==> config.mk <==
export PLATFORM = sky130hd
export DESIGN_NAME = acc_cpu
export DESIGN_NICKNAME = d
export VERILOG_FILES = /design/src/rtl/acc_cpu_pkg.sv /design/src/rtl/acc_cpu_seq.sv /design/src/rtl/acc_cpu_alu.sv /design/src/rtl/acc_cpu_ram.sv /design/src/rtl/acc_cpu.sv
export SDC_FILE = /design/constraint.sdc
export NUM_CORES = 1
export LEC_CHECK = 0
export BUFFER_PORTS_ARGS = -buffer_cell sky130_fd_sc_hd__buf_2
export CAP_MARGIN = 0
export CORE_UTILIZATION = 44
export CTS_BUF_LIST = sky130_fd_sc_hd__clkbuf_16
export CTS_CLUSTER_DIAMETER = 150
export CTS_CLUSTER_SIZE = 28
export DETAILED_ROUTE_END_ITERATION = 8
export PLACE_DENSITY = 0.65
export SYNTH_ARGS = -nofsm -noshare
export SYNTH_HDL_FRONTEND = slang
export SYNTH_HIERARCHICAL = 1
export SYNTH_SLANG_ARGS = --single-unit
export TNS_END_PERCENT = 20
==> constraint.sdc <==
create_clock -name clk -period 9.5 [get_ports clk]
set_input_delay 1.9 -clock clk [delete_from_list [all_inputs] [get_ports clk]]
set_output_delay 1.9 -clock clk [all_outputs]
set_load 0.05 [all_outputs]
==> src/rtl/acc_cpu_pkg.sv <==
package acc_cpu_pkg;

    parameter int DATA_W  = 8;
    parameter int ADDR_W  = 5;
    parameter int N_STEPS = 6;
    localparam int OP_W   = DATA_W - ADDR_W;
    localparam int STEP_W = $clog2(N_STEPS);

    typedef enum logic [2:0] {
        OP_LDA = 3'b000,
        OP_LDI = 3'b001,
        OP_STA = 3'b010,
        OP_SWP = 3'b011,
        OP_JMP = 3'b100,
        OP_JZ  = 3'b101,
        OP_ADD = 3'b110,
        OP_SUB = 3'b111
    } opcode_e;

    typedef enum logic [2:0] {
        SRC_NONE,
        SRC_PC,
        SRC_RAM,
        SRC_ARG,
        SRC_A,
        SRC_B,
        SRC_ALU
    } bus_src_e;

    typedef struct packed {
        bus_src_e src;
        logic     a_we;
        logic     b_we;
        logic     mar_we;
        logic     ir_we;
        logic     ram_we;
        logic     pc_inc;
        logic     pc_load;
        logic     flag_we;
        logic     alu_sub;
    } ctrl_t;

    localparam ctrl_t CTRL_IDLE = '{src: SRC_NONE, default: 1'b0};

    function automatic logic [DATA_W-1:0] widen_addr(input logic [ADDR_W-1:0] v);
        return {{(DATA_W-ADDR_W){1'b0}}, v};
    endfunction

endpackage

==> src/rtl/acc_cpu_seq.sv <==
module acc_cpu_seq
    import acc_cpu_pkg::*;
#(
    parameter int STEPS = N_STEPS
) (
    input  logic                clk,
    input  logic                rst,
    input  opcode_e             opcode,
    input  logic                zero,
    output logic [STEP_W-1:0]   step,
    output ctrl_t               ctl
);

    localparam logic [STEP_W-1:0] LAST = STEP_W'(STEPS - 1);

    logic [STEP_W-1:0] step_q;

    always_ff @(posedge clk) begin
        if (rst) begin
            step_q <= '0;
        end else if (step_q == LAST) begin
            step_q <= '0;
        end else begin
            step_q <= step_q + 1'b1;
        end
    end

    assign step = step_q;

    always_comb begin
        ctl = CTRL_IDLE;
        case (step_q)
            STEP_W'(0): begin
                ctl.src    = SRC_PC;
                ctl.mar_we = 1'b1;
            end
            STEP_W'(1): begin
                ctl.src    = SRC_RAM;
                ctl.ir_we  = 1'b1;
                ctl.pc_inc = 1'b1;
            end
            STEP_W'(2): begin
                case (opcode)
                    OP_LDI: begin
                        ctl.src  = SRC_ARG;
                        ctl.a_we = 1'b1;
                    end
                    OP_JMP: begin
                        ctl.src     = SRC_ARG;
                        ctl.pc_load = 1'b1;
                    end
                    OP_JZ: begin
                        ctl.src     = SRC_ARG;
                        ctl.pc_load = zero;
                    end
                    default: begin
                        ctl.src    = SRC_ARG;
                        ctl.mar_we = 1'b1;
                    end
                endcase
            end
            STEP_W'(3): begin
                case (opcode)
                    OP_LDA: begin
                        ctl.src  = SRC_RAM;
                        ctl.a_we = 1'b1;
                    end
                    OP_STA, OP_SWP: begin
                        ctl.src    = SRC_A;
                        ctl.ram_we = 1'b1;
                    end
                    OP_ADD, OP_SUB: begin
                        ctl.src  = SRC_RAM;
                        ctl.b_we = 1'b1;
                    end
                    default: ctl = CTRL_IDLE;
                endcase
            end
            STEP_W'(4): begin
                case (opcode)
                    OP_SWP: begin
                        ctl.src  = SRC_B;
                        ctl.a_we = 1'b1;
                    end
                    OP_ADD, OP_SUB: begin
                        ctl.src     = SRC_ALU;
                        ctl.a_we    = 1'b1;
                        ctl.flag_we = 1'b1;
                        ctl.alu_sub = (opcode == OP_SUB);
                    end
                    default: ctl = CTRL_IDLE;
                endcase
            end
            STEP_W'(5): begin
                if (opcode == OP_SWP) begin
                    ctl.src  = SRC_RAM;
                    ctl.b_we = 1'b1;
                end
            end
            default: ctl = CTRL_IDLE;
        endcase
    end

endmodule

==> src/rtl/acc_cpu_alu.sv <==
module acc_cpu_alu #(
    parameter int W = 8
) (
    input  logic [W-1:0] lhs,
    input  logic [W-1:0] rhs,
    input  logic         sub,
    output logic [W-1:0] result,
    output logic         is_zero
);

    always_comb begin
        if (sub) begin
            result = lhs - rhs;
        end else begin
            result = lhs + rhs;
        end
        is_zero = (result == '0);
    end

endmodule

==> src/rtl/acc_cpu_ram.sv <==
module acc_cpu_ram #(
    parameter int DW = 8,
    parameter int AW = 5
) (
    input  logic          clk,
    input  logic          we,
    input  logic [AW-1:0] waddr,
    input  logic [DW-1:0] wdata,
    input  logic [AW-1:0] raddr,
    output logic [DW-1:0] rdata
);

    localparam int DEPTH = 1 << AW;

    logic [DW-1:0] mem [DEPTH];

    always_ff @(posedge clk) begin
        if (we) begin
            mem[waddr] <= wdata;
        end
    end

    assign rdata = mem[raddr];

endmodule

==> src/rtl/acc_cpu.sv <==
module acc_cpu
    import acc_cpu_pkg::*;
#(
    parameter int DW = DATA_W,
    parameter int AW = ADDR_W
) (
    input  logic          clk,
    input  logic          rst,
    input  logic          load_we,
    input  logic [AW-1:0] load_addr,
    input  logic [DW-1:0] load_data,
    output logic [DW-1:0] dbg_a,
    output logic [DW-1:0] dbg_b,
    output logic [AW-1:0] dbg_pc,
    output logic          dbg_zero
);

    logic [DW-1:0]     a_q, b_q, ir_q;
    logic [AW-1:0]     pc_q, mar_q;
    logic              zero_q;
    logic [DW-1:0]     bus;
    logic [DW-1:0]     ram_rdata, alu_y;
    logic              alu_z;
    logic [STEP_W-1:0] step;
    ctrl_t             ctl;
    opcode_e           opcode;

    logic              ram_we;
    logic [AW-1:0]     ram_waddr;
    logic [DW-1:0]     ram_wdata;

    assign opcode = opcode_e'(ir_q[DW-1 -: OP_W]);

    acc_cpu_seq #(.STEPS(N_STEPS)) i_seq (
        .clk    (clk),
        .rst    (rst),
        .opcode (opcode),
        .zero   (zero_q),
        .step   (step),
        .ctl    (ctl)
    );

    acc_cpu_alu #(.W(DW)) i_alu (
        .lhs     (a_q),
        .rhs     (b_q),
        .sub     (ctl.alu_sub),
        .result  (alu_y),
        .is_zero (alu_z)
    );

    always_comb begin
        if (rst) begin
            ram_we    = load_we;
            ram_waddr = load_addr;
            ram_wdata = load_data;
        end else begin
            ram_we    = ctl.ram_we;
            ram_waddr = mar_q;
            ram_wdata = bus;
        end
    end

    acc_cpu_ram #(.DW(DW), .AW(AW)) i_ram (
        .clk   (clk),
        .we    (ram_we),
        .waddr (ram_waddr),
        .wdata (ram_wdata),
        .raddr (mar_q),
        .rdata (ram_rdata)
    );

    always_comb begin
        case (ctl.src)
            SRC_PC:  bus = widen_addr(pc_q);
            SRC_RAM: bus = ram_rdata;
            SRC_ARG: bus = widen_addr(ir_q[AW-1:0]);
            SRC_A:   bus = a_q;
            SRC_B:   bus = b_q;
            SRC_ALU: bus = alu_y;
            default: bus = '0;
        endcase
    end

    always_ff @(posedge clk) begin
        if (rst) begin
            a_q    <= '0;
            b_q    <= '0;
            pc_q   <= '0;
            mar_q  <= '0;
            ir_q   <= '0;
            zero_q <= 1'b0;
        end else begin
            if (ctl.a_we)    a_q    <= bus;
            if (ctl.b_we)    b_q    <= bus;
            if (ctl.mar_we)  mar_q  <= bus[AW-1:0];
            if (ctl.ir_we)   ir_q   <= bus;
            if (ctl.flag_we) zero_q <= alu_z;
            if (ctl.pc_load) begin
                pc_q <= bus[AW-1:0];
            end else if (ctl.pc_inc) begin
                pc_q <= pc_q + 1'b1;
            end
        end
    end

    assign dbg_a    = a_q;
    assign dbg_b    = b_q;
    assign dbg_pc   = pc_q;
    assign dbg_zero = zero_q;

endmodule

==> flow_summary.json, run 1 <==
{
  "ys_seq_elements": 294,
  "synth.area.mux_share_pct": 17.2,
  "die-height_um": 171,
  "layout.cells.most_common": "sky130_fd_sc_hd__edfxtp_1",
  "num_rows": 61,
  "final.hold.worst_slack_ns": 0.502,
  "cell_area_after_layout_mm2": 0.0136,
  "number_of_buffers_inserted_by_hold_repair_at_cts": 0,
  "relative_slew_slack_pct": 19.1,
  "post_placement_cell_area_mm2": 0.0132,
  "clk_path_buf_depth": 3,
  "drt_drc_violations_left": 0,
  "synth-async-reset-ratio_pct": 0,
  "timing.setup.tns_ns": 0,
  "drive_above_1_share_pct": 25.9,
  "post_cts_buffers": 0,
  "dr_total_vias": 6724,
  "edff_count_synth": 256,
  "boundaryPins": 38,
  "tritoncts_clock_tree": "done",
  "initial_core_util_pct": 45.0,
  "layout_common_cells": "sky130_fd_sc_hd__edfxtp_1, sky130_fd_sc_hd__mux4_2, sky130_fd_sc_hd__nor2_1",
  "synth_compound_gate_area_share_pct": 5.19,
  "max_clock_freq_mhz": 219,
  "crit_chain": "inv_1 -> ha_1 -> and4_4 -> and2_1 -> nor2_1 -> xnor2_1 -> ha_1 -> and2_4 -> a221o_1 -> o211ai_2 -> a21oi_2 -> or2_1 -> a22o_1 -> a2bb2oi_1 -> mux2i_2 -> buf_4",
  "synth_seq_area_share_pct": 67.2,
  "final_nets": 779,
  "rsz0062_at_grt": "false",
  "hp-class": "register to register",
  "grt_first_pass_wirelength_um": 41600,
  "drt_iter0_drc": 858,
  "place.port_buffers": 37,
  "routed_wire_length_per_instance_um": 24.5,
  "layout_worst_path_cycle_share_pct": 48.0,
  "post-route-util_pct": 48.7,
  "gp_congestion": 0.871,
  "post-layout-total-power_mw": 2.57,
  "place_hpwl_um": 18000,
  "run_status": "completed",
  "post_synth_num_cell_types": 64,
  "die_area_mm2": 0.0293,
  "clock-skew-final_ns": 0.0247,
  "clock-root-buffer": "sky130_fd_sc_hd__clkbuf_16",
  "timing.final.ws_setup_ns": 4.94,
  "detail_route.first_pass.iterations": 5,
  "syn-instance-count": 720,
  "timing.reg2reg.setup_slack_ns": 4.94,
  "via_count_normalized_by_instance_count": 5.92,
  "maxSlewViolCount": 0,
  "chipWidth_um": 171,
  "transition_time_of_the_tightest_slew_check_pin_ns": 1.21,
  "dp.cells": 1110,
  "syn_nets": 751,
  "grt_start_max_net_pins": 67,
  "synthesis.area_mm2": 0.0126,
  "critical_path_arrival_ns": 4.74,
  "stdcell_count": 1135,
  "timing.critical_path.max_delay_family": "compound AO/OA/AOI/OAI gates",
  "design.core.area_mm2": 0.0279,
  "post_place_setup_slack_ns": 4.78,
  "clkLatencyLatePin_ns": 0.49,
  "synth-simple-area-share_pct": 5.52,
  "numCtsBuffers": 14,
  "ctsHtreeMaxLevel": 1,
  "critical_path.slowest_cell": "sky130_fd_sc_hd__a2bb2oi_1",
  "p_leak_nw": 4.28,
  "synth-main-ff-cell": "sky130_fd_sc_hd__edfxtp_1",
  "yosysWarnings": 6,
  "syn_avg_cell_area_um2": 17.5,
  "worst_path_largest_cell_delay_ns": 0.51,
  "worstPathRequired_ns": 9.68,
  "power.ir.vdd_worst_uv": 92.4,
  "finalSetupViolations": 0,
  "critPathBufInv": 2,
  "track_usage_pct": 19.4,
  "first_global_vias": 6441,
  "crit_top_cell": "sky130_fd_sc_hd__ha_1",
  "clkTransAtPathRegs_ns": 0.11,
  "final_hold_violations": 0,
  "final_antenna_net_count": 0,
  "synth_top_family_by_area": "multiplexers",
  "worst-path-max-fanout": 32,
  "postCtsResizedCells": 0,
  "crit_type": "register to register",
  "overflow_after_grt": 0,
  "power-per-cell-area_mw_per_mm2": 189,
  "clock_sinks": 294,
  "synth_fa_ha_area_share_pct": 1.55,
  "area.growth.synth_to_final_pct": 8.10,
  "worst_setup_path_end_kind": "register",
  "maxCapViolCount": 0,
  "number_of_antenna_violations_at_the_first_check_in_global_routing": 1,
  "critical_path.startpoint_type": "register",
  "period_minus_slack_ns": 4.56,
  "postRouteWirelength_um": 27800,
  "synth_xor_xnor_area_share_pct": 1.04
}
[power by group]
group	internal [mW]	total [mW]	switching, mW
Sequential	1.45	1.48	0.0297
Clock	0.294	0.680	0.387
Combinational	0.176	0.406	0.230
Total	1.92	2.57	0.646
[cell usage after synthesis (2+ instances only)]
cell type	n	area [um2]
sky130_fd_sc_hd__o22ai_1	13	81.3
sky130_fd_sc_hd__buf_2	3	15.0
sky130_fd_sc_hd__mux4_2	80	1800
sky130_fd_sc_hd__a22oi_1	3	22.5
sky130_fd_sc_hd__nor2b_1	4	25.0
sky130_fd_sc_hd__mux2i_1	13	130
sky130_fd_sc_hd__and2b_1	2	15.0
sky130_fd_sc_hd__a211oi_1	22	165
sky130_fd_sc_hd__buf_4	8	60.1
sky130_fd_sc_hd__dfxtp_1	38	761
sky130_fd_sc_hd__a21o_1	4	30.0
sky130_fd_sc_hd__mux2_2	21	236
sky130_fd_sc_hd__xor2_1	4	35.0
sky130_fd_sc_hd__nor3_1	4	20.0
sky130_fd_sc_hd__xnor2_1	11	96.3
sky130_fd_sc_hd__ha_1	14	175
sky130_fd_sc_hd__nor2_1	69	259
sky130_fd_sc_hd__o21ai_1	2	10.0
sky130_fd_sc_hd__or3b_2	3	26.3
sky130_fd_sc_hd__a22o_1	3	26.3
sky130_fd_sc_hd__buf_6	2	22.5
sky130_fd_sc_hd__edfxtp_1	256	7690
sky130_fd_sc_hd__a31oi_1	4	25.0
sky130_fd_sc_hd__nand2b_1	17	106
sky130_fd_sc_hd__a21oi_1	5	25.0
sky130_fd_sc_hd__a2bb2oi_1	5	43.8
sky130_fd_sc_hd__nor3b_1	2	15.0
sky130_fd_sc_hd__a211oi_2	2	25.0
sky130_fd_sc_hd__nand2_1	9	33.8
sky130_fd_sc_hd__and3_1	2	12.5
sky130_fd_sc_hd__nand3b_1	5	37.5
sky130_fd_sc_hd__inv_1	22	82.6
sky130_fd_sc_hd__and2_1	2	12.5
sky130_fd_sc_hd__clkbuf_1	16	60.1
sky130_fd_sc_hd__a221oi_2	2	30.0
sky130_fd_sc_hd__nand4_1	2	12.5
sky130_fd_sc_hd__a221oi_1	3	26.3
sky130_fd_sc_hd__o21ai_0	7	35.0
sky130_fd_sc_hd__a21oi_2	2	17.5
sky130_fd_sc_hd__nand3_1	4	20.0
sky130_fd_sc_hd__buf_1	7	26.3
[cells by family after synthesis]
kind of cell	count (synthesis)
AOI/OAI and AO/OA	87
xor gates and xnor gates	15
adders and majority gates	15
buffers and inverters	59
DFF	294
muxes	114
and+or+nand+nor	136
[tightest hold or removal path, delay by kind of cell (launching register included)]
kind,cells,cell delay [ns]
simple gates,1,0.09
flops,1,0.33
compound gates,1,0.05
[state kept, by name (all words and copies together), names as in the netlist]
signal / cells
ir_q: 8
dbg_zero: 1
dbg_a: 8
i_seq/step: 3
mar_q: 5
dbg_b: 8
i_ram/mem: 256
dbg_pc: 5
[final timing paths]
kind	startpoint	to	depth (start not counted)
setup / recovery	i_seq/step[1]	i_ram/mem[28][7]	16
hold / removal	ir_q[3]	ir_q[3]	2
setup reg to reg	i_seq/step[1]	i_ram/mem[28][7]	16
hold reg to reg	ir_q[3]	ir_q[3]	2
[routing by layer]
| metal | vias up | GRT usage, % | routed length [um] | share of wire (%) |
|---|---|---|---|---|
| li1 | 2929 | - | - | - |
| met1 | 3528 | 27.8 | 12200 | 44 |
| met2 | 229 | 31.2 | 13400 | 48 |
| met3 | 38 | 3.03 | 1480 | 5.3 |
| met4 | 0 | 4.81 | 636 | 2.3 |
| met5 | - | 0 | 0 | 0 |
[layout make-up]
| class | instances | area (um2) |
|---|---|---|
| sequential | 294 | 8450 |
| clock inverter | 9 | 46.3 |
| multi-input combinational | 367 | 3890 |
| fill | 2321 | 14300 |
| inverter | 22 | 82.6 |
| antenna | 1 | 2.50 |
| tap | 378 | 473 |
| clock buffer | 15 | 375 |
| timing repair buffer | 49 | 275 |
Note: power is estimated with default switching activity, not from simulation.
==> run 2: changes to the inputs <==
Settings changed: PLACE_DENSITY 0.65 to 0.67.
Clock period 9.5 ns to 3.9 ns, I/O delays scaled along.
==> run 2 against run 1 <==
Setup slack got worse by 4.9 ns. Via count is 0.42% higher. Clock power rose by 140%. Register-to-register slack worse by 4.9 ns. Clock-buffer cell count stayed put. Total power grew 150%. Non-clock buffer count rose by 39. Sequential cell count is the same. Final cell count grew 3.4%.
==> flow_summary.json, run 2 (same netlist as run 1, synthesis figures left out) <==
{
  "place_hpwl_um": 18400,
  "hp-class": "register to register",
  "clkLatencyLatePin_ns": 0.51,
  "post_place_setup_slack_ns": -0.154,
  "run_status": "completed",
  "place.port_buffers": 37,
  "worst_setup_path_end_kind": "register",
  "critical_path_arrival_ns": 4.00,
  "dr_total_vias": 6752,
  "num_rows": 61,
  "num_antenna_cells": 0,
  "initial_core_util_pct": 45.0,
  "final_hold_violations": 0,
  "first_global_vias": 6671,
  "track_usage_pct": 19.2,
  "worst-path-max-fanout": 16,
  "power.ir.vdd_worst_uv": 232,
  "final_nets": 819,
  "ctsHtreeMaxLevel": 1,
  "design.core.area_mm2": 0.0279,
  "post_cts_buffers": 0,
  "via_count_normalized_by_instance_count": 5.75,
  "period_minus_slack_ns": 3.82,
  "number_of_antenna_violations_at_the_first_check_in_global_routing": 0,
  "final.hold.worst_slack_ns": 0.501,
  "final_antenna_net_count": 0,
  "rsz0062_at_grt": "true",
  "clock_sinks": 294,
  "boundaryPins": 38,
  "layout_common_cells": "sky130_fd_sc_hd__edfxtp_1, sky130_fd_sc_hd__mux4_2, sky130_fd_sc_hd__nor2_1",
  "clock-root-buffer": "sky130_fd_sc_hd__clkbuf_16",
  "numCtsBuffers": 14,
  "die_area_mm2": 0.0293,
  "tritoncts_clock_tree": "done",
  "maxSlewViolCount": 0,
  "layout.cells.most_common": "sky130_fd_sc_hd__edfxtp_1",
  "layout_worst_path_cycle_share_pct": 98.0,
  "postRouteWirelength_um": 27400,
  "largest_register_ffs": 256,
  "finalSetupViolations": 0,
  "max_clock_freq_mhz": 262,
  "relative_slew_slack_pct": 33.1,
  "drt_iter0_drc": 719,
  "register_with_the_most_flip_flops": "i_ram/mem",
  "grt_start_max_net_pins": 52,
  "maxCapViolCount": 0,
  "die-height_um": 171,
  "routed_wire_length_per_instance_um": 23.3,
  "transition_time_of_the_tightest_slew_check_pin_ns": 1.00,
  "chipWidth_um": 171,
  "area.growth.synth_to_final_pct": 11.2,
  "crit_type": "register to register",
  "gp_congestion": 0.897,
  "overflow_after_grt": 0,
  "clk_path_buf_depth": 3,
  "clock-skew-final_ns": 0.0383,
  "p_leak_nw": 4.50,
  "clkTransAtPathRegs_ns": 0.11,
  "critical_path.startpoint_type": "register",
  "drt_drc_violations_left": 0,
  "post-route-util_pct": 50.1,
  "detail_route.first_pass.iterations": 5,
  "worstPathRequired_ns": 4.08,
  "power-per-cell-area_mw_per_mm2": 453,
  "grt_first_pass_wirelength_um": 41200,
  "drive_above_1_share_pct": 29.8,
  "timing.final.ws_setup_ns": 0.0786
}
-- run 2: cell count changes in the layout (fill, tap and decap cells not counted), sizes merged --
cell / change
mux2i: +1
diode: -1
buf: +39
-- run 2: through the flow --
step / area, um2 / total power [mW] / cells / TNS, ns
after detailed placement: 13500 / 4.74 / 1149 / -8.90
after global placement: 13500 / 4.71 / 1149 / -0.471
after floorplan: 12600 / 4.38 / 720 / -13.72
after global routing: 14000 / 6.56 / 1174 / -5.15
final: 14000 / 6.34 / 1174 / 0
after CTS: 14000 / 6.38 / 1174 / 0
-- run 2: path summary, 6_finish.rpt --
path,startpoint,to,slack (ns),cells after the start
setup / recovery,i_seq/step[0],i_ram/mem[29][7],0.08,15
setup reg to reg,i_seq/step[0],i_ram/mem[29][7],0.08,15
hold / removal,ir_q[0],ir_q[0],0.50,2
hold reg to reg,ir_q[0],ir_q[0],0.50,2
-- run 2: power breakdown --
group	switching, mW	total, mW	internal (mW)
clock	0.937	1.65	0.715
sequential	0.0657	3.61	3.54
combinational	0.584	1.08	0.499
total	1.59	6.34	4.75
-- run 2: worst max-delay path: stages (launching register included) --
cell and delay (ns):
sky130_fd_sc_hd__dfxtp_1 0.36, sky130_fd_sc_hd__inv_1 0.07, sky130_fd_sc_hd__ha_1 0.21, sky130_fd_sc_hd__and4_4 0.20
sky130_fd_sc_hd__and2_1 0.23, sky130_fd_sc_hd__a31oi_1 0.21, sky130_fd_sc_hd__xnor2_1 0.15, sky130_fd_sc_hd__ha_1 0.29
sky130_fd_sc_hd__and2_4 0.16, sky130_fd_sc_hd__a221o_1 0.35, sky130_fd_sc_hd__o211ai_2 0.21, sky130_fd_sc_hd__a21oi_2 0.08
sky130_fd_sc_hd__or2_1 0.24, sky130_fd_sc_hd__a22o_1 0.24, sky130_fd_sc_hd__a2bb2oi_4 0.28, sky130_fd_sc_hd__mux2i_4 0.21
-- run 2: what timing repair did --
action,CTS,global route
pin swaps,0,1
gates cloned,1,0
resized for setup,4,1
hold buffers,0,0
endpoints found under the setup margin,64,129
-- run 2: layer usage --
metal,vias up,GRT usage (%),part of all wire (%)
met2,223,32.5,49
met1,3495,26.9,44
met4,0,4.08,1.9
li1,3003,-,-
met3,31,2.06,4.9
met5,-,0,0
-- run 2: final cells by class --
type	count	area, um2
clock buffers	15	375
inverters	22	82.6
fillers	2278	13900
well taps	378	473
flip-flops and latches	294	8450
multi-input cells	368	3940
repair buffers	88	618
clock inverters	9	46.3
==> run 3: changes to the inputs <==
Settings changed: BUFFER_PORTS_ARGS -buffer_cell sky130_fd_sc_hd__buf_2 to not set, DONT_BUFFER_PORTS set to 1, PLACE_DENSITY 0.67 to 0.66.
==> run 3 against run 2 <==
Clock power hardly changed. Combinational power about the same. Critical endpoint is now i_ram/mem[13][7]. Setup slack improved by 0.075 ns. Sequential power hardly changed.
==> flow_summary.json, run 3 (same netlist as run 1, synthesis figures left out) <==
{
  "finalSetupViolations": 0,
  "numCtsBuffers": 14,
  "power-per-cell-area_mw_per_mm2": 454,
  "stdcell_count": 1147,
  "worst_path_largest_cell_delay_ns": 0.36,
  "grt_start_max_net_pins": 59,
  "max_clock_freq_mhz": 267,
  "initial_core_util_pct": 45.0,
  "num_rows": 61,
  "power.share.sequential_pct": 57.0,
  "area.growth.synth_to_final_pct": 10.9,
  "critical_path.slowest_cell": "sky130_fd_sc_hd__dfxtp_1",
  "clk_path_buf_depth": 3,
  "detail_route.first_pass.iterations": 5,
  "crit_type": "register to register",
  "gp_congestion": 0.880,
  "final_antenna_net_count": 0,
  "via_count_normalized_by_instance_count": 5.88,
  "clkLatencyLatePin_ns": 0.51,
  "tritoncts_clock_tree": "done",
  "switching_share_pct": 24.8,
  "transition_time_of_the_tightest_slew_check_pin_ns": 0.990,
  "post-layout-total-power_mw": 6.34,
  "drt_iter0_drc": 756,
  "regToRegStartpoint": "i_seq/step[0]",
  "worstPathRequired_ns": 4.15,
  "dr_total_vias": 6748,
  "routed_wire_length_per_instance_um": 24.4,
  "critical_path_arrival_ns": 4.00,
  "post-route-util_pct": 49.9,
  "critical_path.startpoint_type": "register",
  "worstHoldPathCells": 1,
  "largest_register_ffs": 256,
  "place.port_buffers": 0,
  "timing.hold.worst.start": "rst",
  "design.core.area_mm2": 0.0279,
  "internal-power_mw": 4.76,
  "layout_common_cells": "sky130_fd_sc_hd__edfxtp_1, sky130_fd_sc_hd__mux4_2, sky130_fd_sc_hd__nor2_1",
  "dp.cells": 1115,
  "ctsHtreeMaxLevel": 1,
  "timing.critical_path.max_delay_family": "compound AO/OA/AOI/OAI gates",
  "r2r_path_end": "i_ram/mem[13][7]",
  "final_hold_violations": 0,
  "first_global_vias": 6712,
  "register_with_the_most_flip_flops": "i_ram/mem",
  "track_usage_pct": 19.6,
  "critPathBufInv": 3,
  "crit_chain": "inv_1 -> ha_1 -> and4_4 -> and2_2 -> a31oi_2 -> xnor2_1 -> ha_1 -> buf_4 -> a221o_1 -> o211ai_2 -> a21oi_2 -> or2_1 -> a22o_1 -> a2bb2oi_4 -> mux2i_4 -> buf_12",
  "worst_setup_path_end_kind": "register",
  "clock-root-buffer": "sky130_fd_sc_hd__clkbuf_16",
  "combinationalPowerShare_pct": 17.1,
  "p_leak_nw": 4.39,
  "chipWidth_um": 171,
  "power.switching_mw": 1.57,
  "postRouteWirelength_um": 28000,
  "power.ir.vdd_worst_uv": 237,
  "hold_path_end": "ir_q[6]",
  "final_nets": 791,
  "clkTransAtPathRegs_ns": 0.11,
  "layout_worst_path_cycle_share_pct": 96.1,
  "grt_first_pass_wirelength_um": 42000,
  "crit_top_cell": "sky130_fd_sc_hd__ha_1",
  "clock-skew-final_ns": 0.0312,
  "place_hpwl_um": 18600,
  "cell_depth_of_the_worst_flop_to_flop_path": 16,
  "maxSlewViolCount": 0,
  "hp-class": "input pin to register",
  "layout.cells.most_common": "sky130_fd_sc_hd__edfxtp_1",
  "power.clock.fraction_pct": 25.9,
  "period_minus_slack_ns": 3.75,
  "number_of_antenna_violations_at_the_first_check_in_global_routing": 3,
  "die-height_um": 171,
  "post_placement_cell_area_mm2": 0.0134,
  "boundaryPins": 38,
  "cell_area_after_layout_mm2": 0.0139,
  "clock_sinks": 294,
  "die_area_mm2": 0.0293,
  "drt_drc_violations_left": 0,
  "relative_slew_slack_pct": 33.8,
  "drive_above_1_share_pct": 27.6,
  "run_status": "completed",
  "maxCapViolCount": 0,
  "timing.reg2reg.setup_slack_ns": 0.15,
  "overflow_after_grt": 0,
  "worst-path-max-fanout": 16
}
run 3: how the worst max path moves through the flow:
stage | startpoint | endpoint | slack, ns | cells past startpoint
floorplan | i_seq/step[1] | i_ram/mem[0][5] | -0.20 | 15
global placement | i_seq/step[0] | i_ram/mem[20][7] | 0.07 | 15
detailed placement | i_seq/step[0] | i_ram/mem[21][7] | -0.12 | 15
CTS | i_seq/step[0] | i_ram/mem[11][7] | 0.01 | 15
global route | i_seq/step[0] | i_ram/mem[13][7] | -0.01 | 16
finish | i_seq/step[0] | i_ram/mem[13][7] | 0.15 | 16
run 3: power by group through the flow:
stage | Sequential [mW] | Clock (mW) | Combinational (mW)
final | 3.61 | 1.64 | 1.08
after global routing | 3.62 | 1.79 | 1.14
after CTS | 3.62 | 1.68 | 1.07
after detailed placement | 3.69 | 0 | 1.05
after global placement | 3.68 | 0 | 1.02
after floorplan | 3.65 | 0 | 0.730
run 3: cell type report:
| class | instances | area [um2] |
|---|---|---|
| Multi-Input combinational cell | 368 | 3940 |
| Antenna cell | 1 | 2.50 |
| Sequential cell | 294 | 8450 |
| Inverter | 22 | 82.6 |
| Clock inverter | 9 | 46.3 |
| Clock buffer | 15 | 375 |
| Timing Repair Buffer | 60 | 576 |
| Fill cell | 2271 | 14000 |
| Tap cell | 378 | 473 |
run 3: timing repair:
action                     CTS  global route
resized for setup            2             5
buffers inserted             0             6
gates cloned                 1             0
setup endpoints to repair   32            48
pin swaps                    0             5
hold endpoints to repair     0             0
hold buffers                 0             0
run 3: worst register-to-register path, cell delays in order (launching register included):
cell and delay [ns]:
sky130_fd_sc_hd__dfxtp_1 0.36, sky130_fd_sc_hd__inv_1 0.07, sky130_fd_sc_hd__ha_1 0.21, sky130_fd_sc_hd__and4_4 0.21
sky130_fd_sc_hd__and2_2 0.23, sky130_fd_sc_hd__a31oi_2 0.16, sky130_fd_sc_hd__xnor2_1 0.09, sky130_fd_sc_hd__ha_1 0.36
sky130_fd_sc_hd__buf_4 0.15, sky130_fd_sc_hd__a221o_1 0.36, sky130_fd_sc_hd__o211ai_2 0.18, sky130_fd_sc_hd__a21oi_2 0.09
sky130_fd_sc_hd__or2_1 0.24, sky130_fd_sc_hd__a22o_1 0.25, sky130_fd_sc_hd__a2bb2oi_4 0.26, sky130_fd_sc_hd__mux2i_4 0.11
sky130_fd_sc_hd__buf_12 0.16
run 3: layer usage:
layer	part of all wire [%]	up-vias	routed length (um)	GRT usage [%]
li1	-	2942	-	-
met1	43	3537	11900	26.5
met4	2.1	4	588	5.32
met3	5.6	44	1560	3.31
met2	50	221	13900	32.9
met5	0.096	-	27	0
run 3: stage by stage:
| step | hold WS (ns) | worst slack (ns) | TNS (ns) |
|---|---|---|---|
| 2_1_floorplan | 0.433 | -0.199 | -13.72 |
| 3_3_place_gp | 0.466 | 0.0728 | 0 |
| 3_5_place_dp | 0.472 | -0.118 | -3.74 |
| 4_1_cts | 0.330 | 0.00954 | 0 |
| 5_1_grt | 0.329 | -0.0110 | -0.126 |
| 6_report | 0.356 | 0.154 | 0 |
